### config.mk
export PLATFORM = sky130hd
export DESIGN_NAME = dual_dptr
export DESIGN_NICKNAME = d
export VERILOG_FILES = /design/src/rtl/dptr_pkg.sv /design/src/rtl/dptr_reg.sv /design/src/rtl/dptr_ctrl.sv /design/src/rtl/dual_dptr.sv
export SDC_FILE = /design/constraint.sdc
export NUM_CORES = 1
export LEC_CHECK = 0
export BUFFER_PORTS_ARGS = -buffer_cell sky130_fd_sc_hd__buf_2
export CAP_MARGIN = 20
export CORE_MARGIN = 2
export CORE_UTILIZATION = 23
export CTS_CLUSTER_SIZE = 12
export DETAILED_ROUTE_END_ITERATION = 10
export PLACE_DENSITY = 0.37
export SKIP_LAST_GASP = 1
export SLEW_MARGIN = 30
export SYNTH_ARGS = -nofsm -noshare
export SYNTH_HDL_FRONTEND = slang
export SYNTH_SLANG_ARGS = --single-unit
### constraint.sdc
create_clock -name clk_i -period 9.95 [get_ports clk_i]
set_input_delay 0.4975 -clock clk_i [delete_from_list [all_inputs] [get_ports clk_i]]
set_output_delay 0.4975 -clock clk_i [all_outputs]
set_load 0.01 [all_outputs]
### src/rtl/dptr_pkg.sv
package dptr_pkg;
  typedef enum logic [1:0] {
    PM_HOLD = 2'b00,
    PM_INC  = 2'b01,
    PM_DEC  = 2'b10,
    PM_FLIP = 2'b11
  } ptr_mode_e;

  localparam int unsigned NUM_PTR = 2;
endpackage

### src/rtl/dptr_reg.sv
module dptr_reg
  import dptr_pkg::*;
#(
  parameter int unsigned W = 16
) (
  input  logic         clk_i,
  input  logic         rst_ni,
  input  logic         wr_lo_i,
  input  logic         wr_hi_i,
  input  logic [7:0]   wdata_i,
  input  logic         step_i,
  input  ptr_mode_e    mode_i,
  output logic [W-1:0] val_o
);
  localparam int unsigned HW = W - 8;

  logic [W-1:0] val_q, val_nxt;

  always_comb begin
    unique case (mode_i)
      PM_INC:  val_nxt = val_q + W'(1);
      PM_DEC:  val_nxt = val_q - W'(1);
      PM_FLIP: val_nxt = val_q ^ W'(1);
      default: val_nxt = val_q;
    endcase
  end

  always_ff @(posedge clk_i or negedge rst_ni) begin
    if (!rst_ni) begin
      val_q <= '0;
    end else if (wr_lo_i || wr_hi_i) begin
      // byte write beats the step
      if (wr_lo_i) val_q[7:0]   <= wdata_i;
      if (wr_hi_i) val_q[W-1:8] <= wdata_i[HW-1:0];
    end else if (step_i) begin
      val_q <= val_nxt;
    end
  end

  assign val_o = val_q;

  assert_inc_R5: assert property (@(posedge clk_i) disable iff (!rst_ni)
    step_i && !wr_lo_i && !wr_hi_i && mode_i == PM_INC |=> val_o == $past(val_o) + W'(1));

  assert_dec_R6: assert property (@(posedge clk_i) disable iff (!rst_ni)
    step_i && !wr_lo_i && !wr_hi_i && mode_i == PM_DEC |=> val_o == $past(val_o) - W'(1));

  assert_hold_R8: assert property (@(posedge clk_i) disable iff (!rst_ni)
    !step_i && !wr_lo_i && !wr_hi_i |=> $stable(val_o));

  assert_wr_lo_R9: assert property (@(posedge clk_i) disable iff (!rst_ni)
    wr_lo_i |=> val_o[7:0] == $past(wdata_i));
endmodule

### src/rtl/dptr_ctrl.sv
module dptr_ctrl
  import dptr_pkg::*;
(
  input  logic      clk_i,
  input  logic      rst_ni,
  input  logic      wr_i,
  input  logic [7:0] wdata_i,
  input  logic      flip_i,
  output logic      sel_o,
  output logic      auto_o,
  output ptr_mode_e mode_main_o,
  output ptr_mode_e mode_sh_o,
  output logic [7:0] rd_o
);
  logic      sel_q, auto_q;
  ptr_mode_e mode_main_q, mode_sh_q;

  always_ff @(posedge clk_i or negedge rst_ni) begin
    if (!rst_ni) begin
      sel_q       <= 1'b0;
      auto_q      <= 1'b0;
      mode_main_q <= PM_HOLD;
      mode_sh_q   <= PM_HOLD;
    end else if (wr_i) begin
      sel_q       <= wdata_i[0];
      mode_main_q <= ptr_mode_e'(wdata_i[3:2]);
      mode_sh_q   <= ptr_mode_e'(wdata_i[5:4]);
      auto_q      <= wdata_i[6];
    end else if (flip_i) begin
      sel_q <= ~sel_q;
    end
  end

  assign sel_o       = sel_q;
  assign auto_o      = auto_q;
  assign mode_main_o = mode_main_q;
  assign mode_sh_o   = mode_sh_q;
  assign rd_o        = {1'b0, auto_q, mode_sh_q, mode_main_q, 1'b0, sel_q};

  assert_flip_R7: assert property (@(posedge clk_i) disable iff (!rst_ni)
    flip_i && !wr_i |=> sel_o != $past(sel_o));

  assert_wr_R2: assert property (@(posedge clk_i) disable iff (!rst_ni)
    wr_i |=> rd_o == ($past(wdata_i) & 8'h7D));
endmodule

### src/rtl/dual_dptr.sv
module dual_dptr
  import dptr_pkg::*;
#(
  parameter int unsigned  ADDR_W    = 16,
  parameter logic [7:0]   LO_ADDR   = 8'h82,
  parameter logic [7:0]   HI_ADDR   = 8'h83,
  parameter logic [7:0]   CTRL_ADDR = 8'hA7
) (
  input  logic              clk_i,
  input  logic              rst_ni,
  input  logic [7:0]        sfr_addr_i,
  input  logic              sfr_we_i,
  input  logic [7:0]        sfr_wdata_i,
  output logic [7:0]        sfr_rdata_o,
  input  logic              mov_done_i,
  output logic [ADDR_W-1:0] dptr_o
);
  localparam int unsigned HW = ADDR_W - 8;

  logic        sel, auto_tgl, ctrl_we;
  logic [7:0]  ctrl_rd;
  ptr_mode_e   mode_main, mode_sh;
  ptr_mode_e   mode_a [NUM_PTR];
  logic [ADDR_W-1:0] ptr_val [NUM_PTR];

  assign ctrl_we = sfr_we_i && sfr_addr_i == CTRL_ADDR;

  dptr_ctrl u_ctrl (
    .clk_i       (clk_i),
    .rst_ni      (rst_ni),
    .wr_i        (ctrl_we),
    .wdata_i     (sfr_wdata_i),
    .flip_i      (mov_done_i && auto_tgl),
    .sel_o       (sel),
    .auto_o      (auto_tgl),
    .mode_main_o (mode_main),
    .mode_sh_o   (mode_sh),
    .rd_o        (ctrl_rd)
  );

  assign mode_a[0] = mode_main;
  assign mode_a[1] = mode_sh;

  for (genvar i = 0; i < NUM_PTR; i++) begin : g_ptr
    logic act;
    assign act = (sel == 1'(i));

    dptr_reg #(.W(ADDR_W)) u_reg (
      .clk_i   (clk_i),
      .rst_ni  (rst_ni),
      .wr_lo_i (act && sfr_we_i && sfr_addr_i == LO_ADDR),
      .wr_hi_i (act && sfr_we_i && sfr_addr_i == HI_ADDR),
      .wdata_i (sfr_wdata_i),
      .step_i  (act && mov_done_i),
      .mode_i  (mode_a[i]),
      .val_o   (ptr_val[i])
    );
  end

  assign dptr_o = ptr_val[sel];

  always_comb begin
    unique case (sfr_addr_i)
      LO_ADDR:   sfr_rdata_o = dptr_o[7:0];
      HI_ADDR:   sfr_rdata_o = 8'(dptr_o[ADDR_W-1:8]);
      CTRL_ADDR: sfr_rdata_o = ctrl_rd;
      default:   sfr_rdata_o = 8'h00;
    endcase
  end

  // inactive pointer untouched by the active one's step or byte writes
  assert_idle_main_R4: assert property (@(posedge clk_i) disable iff (!rst_ni)
    sel |=> $stable(ptr_val[0]));

  assert_idle_sh_R4: assert property (@(posedge clk_i) disable iff (!rst_ni)
    !sel |=> $stable(ptr_val[1]));

  assert_sel_R8: assert property (@(posedge clk_i) disable iff (!rst_ni)
    !ctrl_we && !(mov_done_i && auto_tgl) |=> $stable(sel));
endmodule

=== Word level (Yosys, flattened, before mapping) ===
Index checks and enable logic that the tools add are counted.

* Register bits after elaboration: 38
* Latch bits: 0
* RAM bits: 0
* Bits in read-only memories: 0
* Input bits: 20
* Output and inout port bits: 24
* Word-level logic and storage cells: 75
* Memories: 0

* Add/sub/neg operators: 4
* $mul: 0
* Divide/modulo/power cells: 0
* Order comparisons: 1
* Equality and inequality tests: 15
* Shifts and indexed selects: 0
* Mux-type cells: 16
* Bitwise logic cells: 4
* Reduce and logical (&&, ||, !) cells: 25

{| class="wikitable"
|+ Operators by type and width
! operator !! number
|-
| $mux W16 || 7
|-
| $pmux W16 S3 || 2
|-
| $add A16 B1 Y16 const B || 2
|-
| $mux W8 || 4
|-
| $sub A16 B1 Y16 const B || 2
|-
| $eq A8 B8 Y1 const B || 3
|-
| $pmux W8 S3 || 1
|-
| $reduce_and A4 Y1 || 4
|-
| $ne A2 B1 Y1 const B || 6
|-
| $logic_and A1 B1 Y1 || 10
|-
| $eq A2 B2 Y1 const B || 4
|-
| $reduce_bool A4 Y1 || 2
|-
| $reduce_and A3 Y1 || 2
|-
| $reduce_bool A2 Y1 || 3
|-
| $reduce_bool A3 Y1 || 2
|-
| $eq A2 B1 Y1 const B || 2
|-
| $not A1 Y1 || 3
|-
| $ge A2 B2 Y1 const B || 1
|-
| $logic_or A1 B1 Y1 || 2
|-
| $mux W1 || 2
|-
| $not A1 Y2 || 1
|}

=== Logic depth before layout (Yosys ltp) ===
Gate-level depths: netlist (run 1).

* Word-level depth: 6
* Gate-level depth with buffers: 16

=== By module ===
From an unflattened synthesis (run 1), not the netlist that was laid out.

* Cell total of the unflattened synthesis: 476
* Area total of the unflattened synthesis: 3887.5 µm²

{| class="wikitable"
|+ By module, submodules not included
! module !! instances !! cells each !! area each (µm²)
|-
| dptr_reg (g_ptr[1].u_reg) || 1 || 200 || 1571.5
|-
| dptr_reg (g_ptr[0].u_reg) || 1 || 200 || 1530.2
|-
| dual_dptr || 1 || 52 || 467.9
|-
| dptr_ctrl || 1 || 24 || 317.8
|}

=== Worst setup path before layout (run 1) ===
OpenSTA, ideal clock, no wires.

* Path kind: reg-to-reg
* Start point: register u_ctrl.mode_sh_q[0], in the netlist u_ctrl.mode_sh_o[0]
* End point: register g_ptr[1].u_reg.val_q[14]
* Library setup time: 0.126 ns
* Arrival time: 3.156 ns
* Slack: 6.667 ns
* Stages on the path, launching flop included: 17
* Path buffers: 5
* Path through: dfrtp_1 -> inv_1 -> ha_1 -> buf_4 -> buf_4 -> buf_4 -> buf_2 -> buf_4 -> xor2_1 -> ha_1 -> and3b_1 -> o21ai_1 -> a311oi_2 -> a41o_1 -> a21oi_1 -> nor4_1 -> a311o_1

* Longest elaborated chain between the ends: 4

{| class="wikitable"
|+ RTL lines
! item !! RTL line !! RTL
|-
| start: declaration || dptr_ctrl.sv:16 || <nowiki>ptr_mode_e mode_main_q, mode_sh_q;</nowiki>
|-
| start signal: assignment || dptr_ctrl.sv:27 || <nowiki>mode_sh_q <= ptr_mode_e'(wdata_i[5:4]);</nowiki>
|-
| $eq A2 B2 Y1 / $eq A2 B1 Y1 (equally long branches) || dptr_reg.sv:20 || <nowiki>unique case (mode_i)</nowiki>
|-
| $pmux W16 S3 || dptr_reg.sv:20 ||
|-
| $mux W16 || dptr_reg.sv:35 || <nowiki>end else if (step_i) begin</nowiki>
|-
| $mux W16 || dptr_reg.sv:31 || <nowiki>end else if (wr_lo_i || wr_hi_i) begin</nowiki>
|-
| end signal: indexed assignment || dptr_reg.sv:34 || <nowiki>if (wr_hi_i) val_q[W-1:8] <= wdata_i[HW-1:0];</nowiki>
|-
| end signal: assignment || dptr_reg.sv:36 || <nowiki>val_q <= val_nxt;</nowiki>
|-
| end: declaration || dptr_reg.sv:17 || <nowiki>logic [W-1:0] val_q, val_nxt;</nowiki>
|}

Several ways; a longest one is shown, not always the timed one. The select of a mux whose other input is x is not followed.
A chain may end at the register's enable or synchronous reset.

=== Final worst setup path (run 1) ===
Same ends and word-level chain as after synthesis.

==> results of run 1 <==
Yosys cell counts (all sizes together), types with 4 or more instances:
master,instances
a21oi,35
a32oi,4
nor3,15
nor4,9
nor3b,6
ha,10
clkbuf,31
buf,29
o21a,7
nand3,13
nand2,80
a21boi,9
mux2,9
a22oi,10
a211oi,5
and4b,4
o2111ai,5
a22o,6
o211ai,8
xnor2,13
and3b,5
a21o,5
nor2b,4
dfrtp,38
nor2,47
o31ai,10
o21ai,59
and3,7
mux2i,6
o31a,13
inv,27
or3,11
o22ai,14
power by group through the flow:
stage	sequential (mW)	combinational [mW]	clock (mW)
2_1_floorplan	0.201	0.263	0
3_3_place_gp	0.277	0.292	0
3_5_place_dp	0.277	0.293	0
4_1_cts	0.275	0.295	0.161
5_1_grt	0.288	0.331	0.166
6_report	0.276	0.294	0.157
sequential cells by signal, summed over array words and instances (netlist names):
name / flops
u_ctrl.mode_sh_o: 2
u_ctrl.sel_o: 1
g_ptr.u_reg.val_o: 32
u_ctrl.auto_o: 1
u_ctrl.mode_main_o: 2
area by class of cell:
| type | count | area (um2) | area share |
|---|---|---|---|
| inverters | 27 | 101.3 | 0.02083 |
| flip-flops and latches | 38 | 952.2 | 0.1957 |
| clock buffers | 7 | 132.6 | 0.02726 |
| multi-input cells | 484 | 3107 | 0.6385 |
| repair buffers | 47 | 247.7 | 0.05091 |
| well taps | 260 | 325.3 | 0.06686 |
worst paths after layout:
kind                                                         to                                  from  cells after the start  slack, ns
setup / recovery           g_ptr[1].u_reg.val_o[14]$_DFFE_PN0P_       u_ctrl.mode_sh_o[0]$_DFFE_PN0P_                     12       6.65
min in group clk_i              u_ctrl.mode_sh_o[1]$_DFFE_PN0P_                        sfr_wdata_i[5]                      3       0.50
hold reg to reg            g_ptr[1].u_reg.val_o[15]$_DFFE_PN0P_  g_ptr[1].u_reg.val_o[15]$_DFFE_PN0P_                      1       0.57
setup reg to reg           g_ptr[1].u_reg.val_o[14]$_DFFE_PN0P_       u_ctrl.mode_sh_o[0]$_DFFE_PN0P_                     12       6.65
max in group asynchronous              u_ctrl.sel_o$_DFFE_PN0P_                                rst_ni                      1       9.32
hold / removal              g_ptr[1].u_reg.val_o[1]$_DFFE_PN0P_                                rst_ni                      1       0.20
cell usage in the layout, fill, tap and decap left out, types with 4 or more instances in the layout:
cell type and instances:
sky130_fd_sc_hd__nor3_1 15, sky130_fd_sc_hd__and3b_1 5, sky130_fd_sc_hd__a22o_1 6, sky130_fd_sc_hd__xnor2_1 13, sky130_fd_sc_hd__mux2_2 9, sky130_fd_sc_hd__inv_1 25
sky130_fd_sc_hd__and3_1 7, sky130_fd_sc_hd__o21ai_1 9, sky130_fd_sc_hd__buf_2 42, sky130_fd_sc_hd__or3_1 11, sky130_fd_sc_hd__a211oi_1 4, sky130_fd_sc_hd__nand2_1 80
sky130_fd_sc_hd__nor3b_1 4, sky130_fd_sc_hd__o211ai_1 7, sky130_fd_sc_hd__nor2_1 45, sky130_fd_sc_hd__and4b_1 4, sky130_fd_sc_hd__o31ai_1 10, sky130_fd_sc_hd__o22ai_1 14
sky130_fd_sc_hd__mux2i_1 5, sky130_fd_sc_hd__nor2b_1 4, sky130_fd_sc_hd__a21oi_1 35, sky130_fd_sc_hd__nand3_1 13, sky130_fd_sc_hd__ha_1 10, sky130_fd_sc_hd__o21ai_0 50
sky130_fd_sc_hd__buf_4 5, sky130_fd_sc_hd__a21o_1 5, sky130_fd_sc_hd__a21boi_0 8, sky130_fd_sc_hd__o31a_1 13, sky130_fd_sc_hd__dfrtp_1 37, sky130_fd_sc_hd__clkbuf_16 5
sky130_fd_sc_hd__a22oi_1 10, sky130_fd_sc_hd__o21a_1 7, sky130_fd_sc_hd__a32oi_1 4, sky130_fd_sc_hd__nor4_1 9
through the flow:
step           hold slack [ns]  power, mW  cell area (um2)
4_1_cts                 0.2259     0.7307             4858
3_3_place_gp            0.5810     0.5684             4723
3_5_place_dp            0.5275     0.5707             4726
6_report                0.1953     0.7264             4866
2_1_floorplan           0.2019     0.4635             4433
5_1_grt                 0.2544     0.7844             4866
logic make-up (layout without fill, tap and decap cells):
| family | Yosys count | count (layout) | synth area share |
|---|---|---|---|
| compound gates | 218 | 218 | 0.3381 |
| xor+xnor | 16 | 16 | 0.03161 |
| fa+ha+maj | 10 | 10 | 0.02822 |
| buf+inv | 87 | 81 | 0.08608 |
| flops | 38 | 38 | 0.2145 |
| mux | 15 | 15 | 0.03641 |
| simple gates | 225 | 225 | 0.2650 |
metal layers:
layer  GRT usage  vias to the layer above
met5           0                        -
met4     0.02501                        0
met3     0.02113                        9
met2      0.2523                      127
met1      0.2598                     2186
li1            -                     2232
==> impl_results.md, run 1 <==
* Share of the clock period used by the worst path at 0.3314
* Met1 wire length at 8.910 mm
* Crit Path Class: reg -> reg
* Crit-path most repeated cell: sky130_fd_sc_hd__ha_1
* Post-synth top area cell: sky130_fd_sc_hd__dfrtp_1
* Fraction of registers with async set or reset after synthesis at 1.000
* Clock sink count at 38
* DRT Wirelength at between 15 and 20 mm
* Startpoint type of the worst setup path: register
* Transition at the pin with the smallest max-transition slack at roughly 1 ns
* Detailed Place HPWL at 12.56 mm
* Count of antenna-violating nets left after detailed routing at 0
* Core area at ~19,000 um2
* Clock tree skew after final layout at ~0.0053 ns
* Crit path max-delay family: compound AO/OA/AOI/OAI gates
* Share of cells above drive strength 1 at 0.1310
* Post-route minimum period at between 3 and 4 ns
* Placed Cells incl. Taps at between 800 and 900
* Hold bufs inserted after CTS at 0
* Number of flops mapped to enable cells by yosys at 0
* Data arrival time of the worst path at about 3.5 ns
* Num ports at 44
* Dominant cells by area after synthesis: sky130_fd_sc_hd__dfrtp_1 (21%), sky130_fd_sc_hd__nand2_1 (6.8%), sky130_fd_sc_hd__o21ai_0 (5.8%)
* Category of the worst setup path capture point: register
* Aggregate global routing overflow at 0
* Number of rows created at floorplan at 50
* Uppermost metal layer occupied by signal nets: met4
* Fraction of the yosys area taken by sequential cells at 0.2145
* Die Span X at approximately 140 um
* Total of buffers placed on input and output ports at 43
* Relative slew slack at 0.3279
* Post-synthesis cell area at 4433 um2
* Total count of max-transition violations in the final report at 0
* Required time at the worst-slack endpoint at roughly 10 ns
* Worst Setup Slack post-DPL at 6.731 ns
* Vias in the first global route at 4,432
* Cell-by-cell listing of the critical path: inv_1, ha_1, buf_4, xor2_1, ha_1, nor3b_1, o21ai_1, a311oi_2, a311oi_1, a21oi_1, nor4_1, a311o_1
* Nets at around 630
* CTS max path bufs at 2
* Avg Synthesized Cell Area at between 7 and 8 um2
* Via density at around 5.3
* Area of the die at just over 20,000 um2
* Number of inserted diodes at 0
* Primary FF master, synth: sky130_fd_sc_hd__dfrtp_1
* Part of the power in combinational logic at 0.405
* Total of endpoints with negative setup slack in the final report at 0
* Critical Path Slowest Stage Cell: sky130_fd_sc_hd__a311oi_2
* Classification of the worst-slack hold path: in -> async
* Chip height at 142.8 um
* Deepest level of the CTS H-tree at 2
* Number of max-cap violations at 0
* Maximum ir drop on the vdd rail at roughly 0.000062 V
* Clock Latency Late Sink at between 0.2 and 0.3 ns
* Clock tree from TritonCTS: done
* Part of the total power dissipated in sequential elements at 0.380
* Fraction of power spent switching nets at 0.4629
* Routed len/inst at 19.48 um
* Global-route total usage across every layer at 0.1680
* Number of failing hold endpoints at the final stage at 0
* Yosys reg bits at 38
* GP Congestion at between 0.8 and 0.9
* Result of the run: completed
* Post-route DRC at 0
* Largest net degree at the start of global routing at 50
* Initial antenna violation count at 0
* Clock-pin transition on the worst setup and hold timing paths at 0.06 ns
* Leakage power summed over all cells at slightly below 2 nW
* Total vias in the final route at approximately 4,600
* Delay contributed by the slowest stage of the critical path at around 0.5 ns
* Quantity of gates resized following cts at 0
* Number of cells in the finished layout apart from fillers at about 860
* Internal power contribution at 390.2 uW
* Met3 wire length at 638 um
* Share of the synthesized area in the top cell type at 0.2145
* Effective utilization at floorplan at 0.2354
* Sw power at 336.2 uW
* Met2 WL at between 7 and 8 mm
* Setup slack of the critical path after layout at 6.652 ns
* Power per cell area at ~150 nW/um2
* Post-Route Setup TNS at 0 ns
* Instance count of the mapped netlist at about 610
* RSZ-0062 raised after global routing: no
* Number of DRC markers in iteration 0 at between 400 and 500
* Drt pass-1 iters at 5
* Cell chosen for the clock root: sky130_fd_sc_hd__clkbuf_16
* Post-CTS setup buffers at 0
* First-pass GRT wire length at 26.48 mm
* Area growth from synthesis to layout at 9.766%
* Yosys warning count at 0
* Number of nets in the synthesized netlist at 639
* Crit-path max FO at 49
* Power share of the clock group at 0.216
* Combined buffer and inverter count along the critical path at 2
* Distinct cell type count of the synthesized netlist at 77
* Highest Clock Rate at between 0.3 and 0.4 GHz
* TritonCTS buffer count at 5
* Filler instances at 2,128
* Fraction of the core area covered by cells at the end of the flow at 0.2584
No activity file was read; power rests on OpenSTA's default activity.
==> inputs of run 2 (changes only) <==
--- a/config.mk
+++ b/config.mk
@@ -5,6 +5,7 @@
 export SDC_FILE = /design/constraint.sdc
 export NUM_CORES = 1
 export LEC_CHECK = 0
+export ABC_AREA = 1
 export BUFFER_PORTS_ARGS = -buffer_cell sky130_fd_sc_hd__buf_2
 export CAP_MARGIN = 20
 export CORE_MARGIN = 2
==> constraint.sdc (replaced) <==
create_clock -name clk_i -period 3.1 [get_ports clk_i]
set_input_delay 0.155 -clock clk_i [delete_from_list [all_inputs] [get_ports clk_i]]
set_output_delay 0.155 -clock clk_i [all_outputs]
set_load 0.01 [all_outputs]
==> impl_results.md, run 2 <==
* Result of the run: completed
* Cell types with the highest counts after synthesis: sky130_fd_sc_hd__nand2_1 (252), sky130_fd_sc_hd__inv_1 (113), sky130_fd_sc_hd__nor2_1 (107), sky130_fd_sc_hd__nand3_1 (61), sky130_fd_sc_hd__a21oi_1 (52)
* Detailed Place HPWL at 14.19 mm (+13%)
* Effective utilization at floorplan at 0.2329 (-0.002516)
* RSZ-0062 raised after global routing: no
* Distinct cell type count of the synthesized netlist at 38 (-51%)
* TritonCTS buffer count at 5 (unchanged)
* Number of max-cap violations at 0 (unchanged)
* Area growth from synthesis to layout at 13.53%
* Number of inserted diodes at 0 (unchanged)
* Yosys warning count at 0 (unchanged)
* Clock Latency Late Sink at 0.28 ns (about the same)
* Main combinational cell family by area after synthesis: simple AND/OR/NAND/NOR gates
* Via density at 4.409 (-16%)
* Post-route DRC at 0 (unchanged)
* Crit Path Class: reg -> reg
* Total power at 3.039 mW (+320%)
* Aggregate global routing overflow at 0 (unchanged)
* Avg Synthesized Cell Area at 5.693 um2 (-22%)
* Area of the die at 20,710 um2 (+1.5%)
* Instance count of the mapped netlist at 791 (+30%)
* Quantity of gates resized following cts at 0 (unchanged)
* Post-route cell area at 5112 um2 (+5.1%)
* Dominant cells by area after synthesis: sky130_fd_sc_hd__dfrtp_1 (21%), sky130_fd_sc_hd__nand2_1 (21%), sky130_fd_sc_hd__inv_1 (9.4%)
* Chip height at 143.9 um (+0.77%)
* Fraction of the yosys area taken by sequential cells at 0.2112 (-0.003338)
* Power per cell area at 594.5 nW/um2 (+300%)
* CTS max path bufs at 2 (unchanged)
* Highest Clock Rate at 0.4046 GHz (+33%)
* Cell chosen for the clock root: sky130_fd_sc_hd__clkbuf_16
* Post-synthesis cell area at 4503 um2 (+1.6%)
* First-pass GRT wire length at 26.63 mm (+0.57%)
* Crit-path max FO at 9 (-82%)
* Filler instances at 2,285 (+7.4%)
* Share of the clock period used by the worst path at 0.7973 (+0.4659)
* Met1 wire length at 8.600 mm (-3.5%)
* Fraction of synthesized area in multiplexers at 0 (-0.03641)
* Setup slack of the critical path after layout at 0.6283 ns (-6.024 ns)
* Post-synthesis share of cell area spent on and, or, nand and nor gates at 0.4651 (+0.2001)
* DRT Wirelength at 16.90 mm (+0.52%)
* Uppermost metal layer occupied by signal nets: met4
* Category of the worst setup path capture point: register
* Transition at the pin with the smallest max-transition slack at 0.8227 ns (-0.1787 ns)
* Num ports at 44 (unchanged)
* Global-route total usage across every layer at 0.1696 (+0.001610)
* Clock-pin transition on the worst setup and hold timing paths at 0.06 ns (about the same)
* Clock tree from TritonCTS: done
* Share of the synthesized area in the top cell type at 0.2112 (-0.003338)
* Relative slew slack at 0.4509 (+0.1230)
* Deepest level of the CTS H-tree at 2 (unchanged)
* Parity-gate share of the synthesized area counting xor and xnor cells at 0.01723 (-0.01438)
* Commonest non-fill, non-tap cell in the layout: sky130_fd_sc_hd__nand2_1
* Initial antenna violation count at 0 (unchanged)
* Largest net degree at the start of global routing at 31 (-38%)
* Total count of max-transition violations in the final report at 0 (unchanged)
* Classification of the worst-slack hold path: in -> reg
* Die Span X at 143.9 um (+0.77%)
* Core area at 19,330 um2 (+2.7%)
* Routed len/inst at 15.42 um (-21%)
* Count of antenna-violating nets left after detailed routing at 0 (unchanged)
* Met2 WL at 7.514 mm (+5.6%)
* Total vias in the final route at 4,832 (+6.1%)
* Leading cell type by number of instances after synthesis: sky130_fd_sc_hd__nand2_1
* Leakage power summed over all cells at 2.785 nW (+43%)
* Worst Setup Slack post-DPL at 0.6496 ns (-6.082 ns)
* Top library cells by usage in the layout, fill and taps aside: sky130_fd_sc_hd__nand2_1 (252), sky130_fd_sc_hd__inv_1 (113), sky130_fd_sc_hd__nor2_1 (107), sky130_fd_sc_hd__nand3_1 (61), sky130_fd_sc_hd__a21oi_1 (52)
* Number of rows created at floorplan at 51 (+2.0%)
* Startpoint type of the worst setup path: register
* Vias in the first global route at 4,733 (+6.8%)
* Maximum ir drop on the vdd rail at 0.0002568 V (+320%)
* Fraction of the core area covered by cells at the end of the flow at 0.2644 (+0.006010)
* Fraction of registers with async set or reset after synthesis at 1.000 (unchanged)
* Met3 wire length at 645 um (+1.1%)
* Number of failing hold endpoints at the final stage at 0 (unchanged)
* GP Congestion at 0.8184 (-0.16%)
* Total of endpoints with negative setup slack in the final report at 0 (unchanged)
* Post-route minimum period at 2.472 ns (-0.8258 ns)
* Post-Route Setup TNS at 0 ns (unchanged)
* Number of DRC markers in iteration 0 at 237 (-41%)
* Nets at 861 (+36%)
* Share of cells above drive strength 1 at 0.1456 (+0.01460)
* Drt pass-1 iters at 4 (-1)
* Placed Instance Area at 4970 um2 (+5.2%)
* Primary FF master, synth: sky130_fd_sc_hd__dfrtp_1
* Clock sink count at 38 (unchanged)
* Yosys reg bits at 38 (unchanged)
* Number of flops mapped to enable cells by yosys at 0 (unchanged)
* Total of buffers placed on input and output ports at 43 (unchanged)
* Fraction of the mapped netlist area in compound gates at 0.1448 (-0.1934)
* Post-synth top area cell: sky130_fd_sc_hd__dfrtp_1
* Required time at the worst-slack endpoint at 3.31 ns (-6.80 ns)
* Clock tree skew after final layout at 0.002760 ns (-0.002498 ns)
* Data arrival time of the worst path at 2.68 ns (-0.78 ns)
* Reg2Reg Setup Slack at 0.63 ns (-6.02 ns)
* Number of flip-flops under the largest register name at 32 (unchanged)
* Synthesized-area fraction occupied by adder cells at 0.02779 (-0.0004392)
* Number of nets in the synthesized netlist at 821 (+28%)
[run 2: cell count changes after synthesis, moves of 16 or more]
cell / previous run / this run
sky130_fd_sc_hd__o21ai_0: 51 / 35
sky130_fd_sc_hd__nand2_1: 80 / 252
sky130_fd_sc_hd__nand2_2: 0 / 18
sky130_fd_sc_hd__inv_1: 25 / 113
sky130_fd_sc_hd__clkbuf_1: 31 / 2
sky130_fd_sc_hd__nor2_1: 46 / 107
sky130_fd_sc_hd__a21oi_1: 35 / 52
sky130_fd_sc_hd__nand3_1: 13 / 61
[run 2: timing repair]
| item | in CTS | in global routing |
|---|---|---|
| hold buffers | 1 | 0 |
| endpoints found under the hold margin | 14 | 0 |
| endpoints found under the setup margin | 0 | 0 |
| setup buffers | 0 | 0 |
[run 2: layer usage]
layer  vias up  GRT usage
met3         9    0.02033
met5         -          0
met1      2205     0.2497
met2        77     0.2704
met4         0    0.02425
li1       2541          -
[run 2: layout make-up]
class	count	area (um2)	share of cell area
multi-input cells	612	2949	0.5768
repair buffers	48	267.8	0.05237
well taps	265	331.6	0.06486
flip-flops and latches	38	950.9	0.1860
clock buffers	7	132.6	0.02594
inverters	126	480.5	0.09398
[run 2: power by group]
| part | leakage [nW] | switching [mW] | internal, mW |
|---|---|---|---|
| Combinational | 2.25 | 1.13 | 0.536 |
| Clock | 0.0640 | 0.202 | 0.295 |
| Sequential | 0.467 | 0.224 | 0.654 |
[run 2: final timing paths]
| kind | start | endpoint | cells past startpoint |
|---|---|---|---|
| max | u_ctrl.mode_sh_o[0]$_DFFE_PN0P_ | g_ptr[1].u_reg.val_o[14]$_DFFE_PN0P_ | 16 |
| min reg2reg | g_ptr[0].u_reg.val_o[3]$_DFFE_PN0P_ | g_ptr[0].u_reg.val_o[3]$_DFFE_PN0P_ | 2 |
| min in group asynchronous | rst_ni | g_ptr[1].u_reg.val_o[15]$_DFFE_PN0P_ | 2 |
| max reg2reg | u_ctrl.mode_sh_o[0]$_DFFE_PN0P_ | g_ptr[1].u_reg.val_o[14]$_DFFE_PN0P_ | 16 |
| min | sfr_wdata_i[4] | u_ctrl.mode_sh_o[0]$_DFFE_PN0P_ | 3 |
| max in group asynchronous | rst_ni | g_ptr[0].u_reg.val_o[2]$_DFFE_PN0P_ | 3 |
[run 2: logic make-up (layout without fill, tap and decap cells)]
kind of cell,after synthesis,count (layout)
xor+xnor,8,8
fa+ha+maj,10,10
buf+inv,141,181
compound gates,114,114
flops,38,38
simple gates,480,480
[run 2: worst max-delay path: stages (launching register included)]
cell	delay [ns]
sky130_fd_sc_hd__dfrtp_1	0.38
sky130_fd_sc_hd__inv_1	0.10
sky130_fd_sc_hd__ha_1	0.26
sky130_fd_sc_hd__inv_2	0.21
sky130_fd_sc_hd__nand2_1	0.10
sky130_fd_sc_hd__nand2_1	0.09
sky130_fd_sc_hd__inv_1	0.05
sky130_fd_sc_hd__ha_1	0.18
sky130_fd_sc_hd__a21oi_1	0.27
sky130_fd_sc_hd__inv_1	0.10
sky130_fd_sc_hd__nand2_1	0.12
sky130_fd_sc_hd__nand2_2	0.10
sky130_fd_sc_hd__nand2_1	0.09
sky130_fd_sc_hd__nand2_1	0.05
sky130_fd_sc_hd__nand2_1	0.05
sky130_fd_sc_hd__nand3_1	0.07
sky130_fd_sc_hd__a21oi_1	0.16
[run 2: stage by stage]
| step | std cells | hold slack (ns) |
|---|---|---|
| final | 1096 | 0.1136 |
| after global routing | 1096 | 0.1270 |
| after global placement | 1087 | 0.3609 |
| after floorplan | 791 | -0.1406 |
| after detailed placement | 1088 | 0.1036 |
| after CTS | 1096 | 0.1130 |
==> inputs of run 3 (changes only) <==
==> constraint.sdc (replaced) <==
create_clock -name clk_i -period 2.4 [get_ports clk_i]
set_input_delay 0.12 -clock clk_i [delete_from_list [all_inputs] [get_ports clk_i]]
set_output_delay 0.12 -clock clk_i [all_outputs]
set_load 0.01 [all_outputs]
==> impl_results.md, run 3 (synthesis gave the netlist of run 2 again) <==
* Effective utilization at floorplan at 0.2329 (unchanged)
* Fraction of power spent switching nets at 0.5060 (-0.005680)
* Via density at 4.420 (+0.24%)
* Clock Latency Late Sink at 0.28 ns (about the same)
* Nets at 871 (+1.2%)
* Data arrival time of the worst path at 2.41 ns (-0.27 ns)
* Commonest non-fill, non-tap cell in the layout: sky130_fd_sc_hd__nand2_1
* Crit-path most repeated cell: sky130_fd_sc_hd__nand2_1
* TritonCTS buffer count at 5 (unchanged)
* Part of the power in combinational logic at 0.550 (+0.002)
* Chip height at 143.9 um (unchanged)
* DRT Wirelength at 16.80 mm (-0.62%)
* RSZ-0062 raised after global routing: yes
* Area of the die at 20,710 um2 (unchanged)
* Total of endpoints with negative setup slack in the final report at 0 (unchanged)
* Largest net degree at the start of global routing at 39 (+26%)
* Cell chosen for the clock root: sky130_fd_sc_hd__clkbuf_16
* Top library cells by usage in the layout, fill and taps aside: sky130_fd_sc_hd__nand2_1 (252), sky130_fd_sc_hd__inv_1 (113), sky130_fd_sc_hd__nor2_1 (107), sky130_fd_sc_hd__nand3_1 (61), sky130_fd_sc_hd__a21oi_1 (51)
* Drt pass-1 iters at 5 (+1)
* Vias in the first global route at 4,789 (+1.2%)
* Highest Clock Rate at 0.4533 GHz (+12%)
* Internal power contribution at 1.972 mW (+33%)
* GP Congestion at 0.8017 (-2.0%)
* Transition at the pin with the smallest max-transition slack at 0.8274 ns (+0.004680 ns)
* Sw power at 2.019 mW (+30%)
* Num ports at 44 (unchanged)
* Crit-path max FO at 5 (-4)
* Count of antenna-violating nets left after detailed routing at 0 (unchanged)
* Core area at 19,330 um2 (unchanged)
* Number of cells in the finished layout apart from fillers at 1,106 (+0.91%)
* Die Span X at 143.9 um (unchanged)
* Area growth from synthesis to layout at 15.73%
* Deepest level of the CTS H-tree at 2 (unchanged)
* Leakage power summed over all cells at 2.837 nW (+1.9%)
* Total count of max-transition violations in the final report at 0 (unchanged)
* First-pass GRT wire length at 26.33 mm (-1.1%)
* Critical Path Slowest Stage Cell: sky130_fd_sc_hd__dfrtp_1
* Required time at the worst-slack endpoint at 2.60 ns (-0.71 ns)
* Clock tree from TritonCTS: done
* Relative slew slack at 0.4478 (-0.003124)
* Post-CTS setup buffers at 0 (unchanged)
* Initial antenna violation count at 0 (unchanged)
* Hold-critical path depth at 3 (unchanged)
* Maximum ir drop on the vdd rail at 0.0002561 V (-0.30%)
* Worst flop-to-flop path endpoint: g_ptr[1].u_reg.val_o[10]$_DFFE_PN0P_
* Detailed Place HPWL at 14.15 mm (-0.23%)
* Share of cells above drive strength 1 at 0.1593 (+0.01373)
* Total of buffers placed on input and output ports at 43 (unchanged)
* Power share of the clock group at 0.161 (-0.002)
* Number of inserted diodes at 0 (unchanged)
* Placed Cells incl. Taps at 1,098 (+0.92%)
* Crit path max-delay family: simple AND/OR/NAND/NOR gates
* Total vias in the final route at 4,888 (+1.2%)
* Filler instances at 2,250 (-1.5%)
* Clock-pin transition on the worst setup and hold timing paths at 0.06 ns (about the same)
* Aggregate global routing overflow at 0 (unchanged)
* Placed Instance Area at 5060 um2 (+1.8%)
* Reg2Reg Setup Slack at 0.19 ns (-0.43 ns)
* Worst min-delay path startpoint: sfr_wdata_i[3]
* Number of flip-flops under the largest register name at 32 (unchanged)
* Post-route cell area at 5211 um2 (+1.9%)
* Number of rows created at floorplan at 51 (unchanged)
* Power per cell area at 765.8 nW/um2 (+29%)
* Worst Reg-to-Reg Cells at 15 (-1)
* Number of max-cap violations at 0 (unchanged)
* Result of the run: completed
* Global-route total usage across every layer at 0.1677 (-0.001974)
* Number of DRC markers in iteration 0 at 268 (+13%)
* Category of the worst setup path capture point: register
* Crit Path Class: reg -> reg
* Post-route DRC at 0 (unchanged)
* Share of the clock period used by the worst path at 0.9191 (+0.1218)
* Part of the total power dissipated in sequential elements at 0.290 (about the same)
* Clock sink count at 38 (unchanged)
* Clock tree skew after final layout at 0.004947 ns (+0.002187 ns)
* Startpoint type of the worst setup path: register
* CTS max path bufs at 2 (unchanged)
* Delay contributed by the slowest stage of the critical path at 0.40 ns (+0.02 ns)
* Classification of the worst-slack hold path: in -> reg
* Number of failing hold endpoints at the final stage at 0 (unchanged)
* Worst hold endpoint: u_ctrl.mode_main_o[1]$_DFFE_PN0P_
* Routed len/inst at 15.19 um (-1.5%)
* Combined buffer and inverter count along the critical path at 3 (-1)
* Cell-by-cell listing of the critical path: inv_1, ha_2, nand2_2, nand2_1, inv_1, ha_1, a21oi_1, inv_1, nand2_1, nand2_2, nand2_1, nand2_1, nand2_1, nand3_1, a21oi_1
* Post-route minimum period at 2.206 ns (-0.2658 ns)
* Start of the worst register-to-register path: u_ctrl.mode_sh_o[0]$_DFFE_PN0P_
[run 3: power by group through the flow]
| stage | registers (mW) | clock network (mW) | logic (mW) |
|---|---|---|---|
| 4_1_cts | 1.16 | 0.660 | 2.22 |
| 5_1_grt | 1.20 | 0.693 | 2.50 |
| 2_1_floorplan | 1.04 | 0 | 1.53 |
| 6_report | 1.16 | 0.642 | 2.19 |
| 3_3_place_gp | 1.18 | 0 | 2.22 |
| 3_5_place_dp | 1.17 | 0 | 2.21 |
[run 3: final cells by class]
cell class                 count  area, um2  area share
multi-input combinational    612       2958      0.5676
sequential                    38      950.9      0.1825
inverter                     126      480.5     0.09220
timing repair buffer          58      357.8     0.06867
tap                          265      331.6     0.06363
clock buffer                   7      132.6     0.02545
[run 3: timing repair]
action / CTS / global route
hold endpoints to repair: 38 / 0
resized for setup: 0 / 3
hold buffers: 1 / 0
setup endpoints to repair: 0 / 14
[run 3: worst register-to-register path: stages, from the launching register on]
cell,delay [ns]
sky130_fd_sc_hd__dfrtp_1,0.40
sky130_fd_sc_hd__inv_1,0.08
sky130_fd_sc_hd__ha_2,0.26
sky130_fd_sc_hd__nand2_2,0.09
sky130_fd_sc_hd__nand2_1,0.10
sky130_fd_sc_hd__inv_1,0.05
sky130_fd_sc_hd__ha_1,0.18
sky130_fd_sc_hd__a21oi_1,0.26
sky130_fd_sc_hd__inv_1,0.10
sky130_fd_sc_hd__nand2_1,0.12
sky130_fd_sc_hd__nand2_2,0.09
sky130_fd_sc_hd__nand2_1,0.08
sky130_fd_sc_hd__nand2_1,0.05
sky130_fd_sc_hd__nand2_1,0.05
sky130_fd_sc_hd__nand3_1,0.06
sky130_fd_sc_hd__a21oi_1,0.17
[run 3: worst max path at each step]
stage,startpoint,end,cells after the start
final,u_ctrl.mode_sh_o[0]$_DFFE_PN0P_,g_ptr[1].u_reg.val_o[10]$_DFFE_PN0P_,15
after global routing,u_ctrl.mode_sh_o[0]$_DFFE_PN0P_,g_ptr[1].u_reg.val_o[10]$_DFFE_PN0P_,15
after CTS,u_ctrl.mode_sh_o[0]$_DFFE_PN0P_,g_ptr[1].u_reg.val_o[10]$_DFFE_PN0P_,15
after detailed placement,u_ctrl.mode_sh_o[0]$_DFFE_PN0P_,g_ptr[1].u_reg.val_o[10]$_DFFE_PN0P_,15
after global placement,u_ctrl.mode_sh_o[0]$_DFFE_PN0P_,g_ptr[1].u_reg.val_o[13]$_DFFE_PN0P_,12
after floorplan,u_ctrl.mode_main_o[0]$_DFFE_PN0P_,g_ptr[0].u_reg.val_o[6]$_DFFE_PN0P_,16
[run 3: through the flow]
stage	hold slack [ns]	worst slack, ns	power [mW]	setup TNS (ns)	util
after floorplan	-0.1756	0.1714	2.572	0	-
after global placement	0.3286	0.1640	3.401	0	0.2616
after detailed placement	0.1404	0.09967	3.380	0	0.2617
after CTS	0.08499	0.06702	4.043	0	0.2691
after global routing	0.08934	-0.02550	4.386	-0.02550	0.2695
final	0.07531	0.1941	3.991	0	0.2695
[run 3: routing by layer]
metal  global-route usage  part of all wire  routed length (um)
met1               0.2514              0.52                8718
met2               0.2657              0.44                7433
met3              0.01833             0.035                 581
met4              0.01858            0.0038                  63
met5                    0                 0                   0
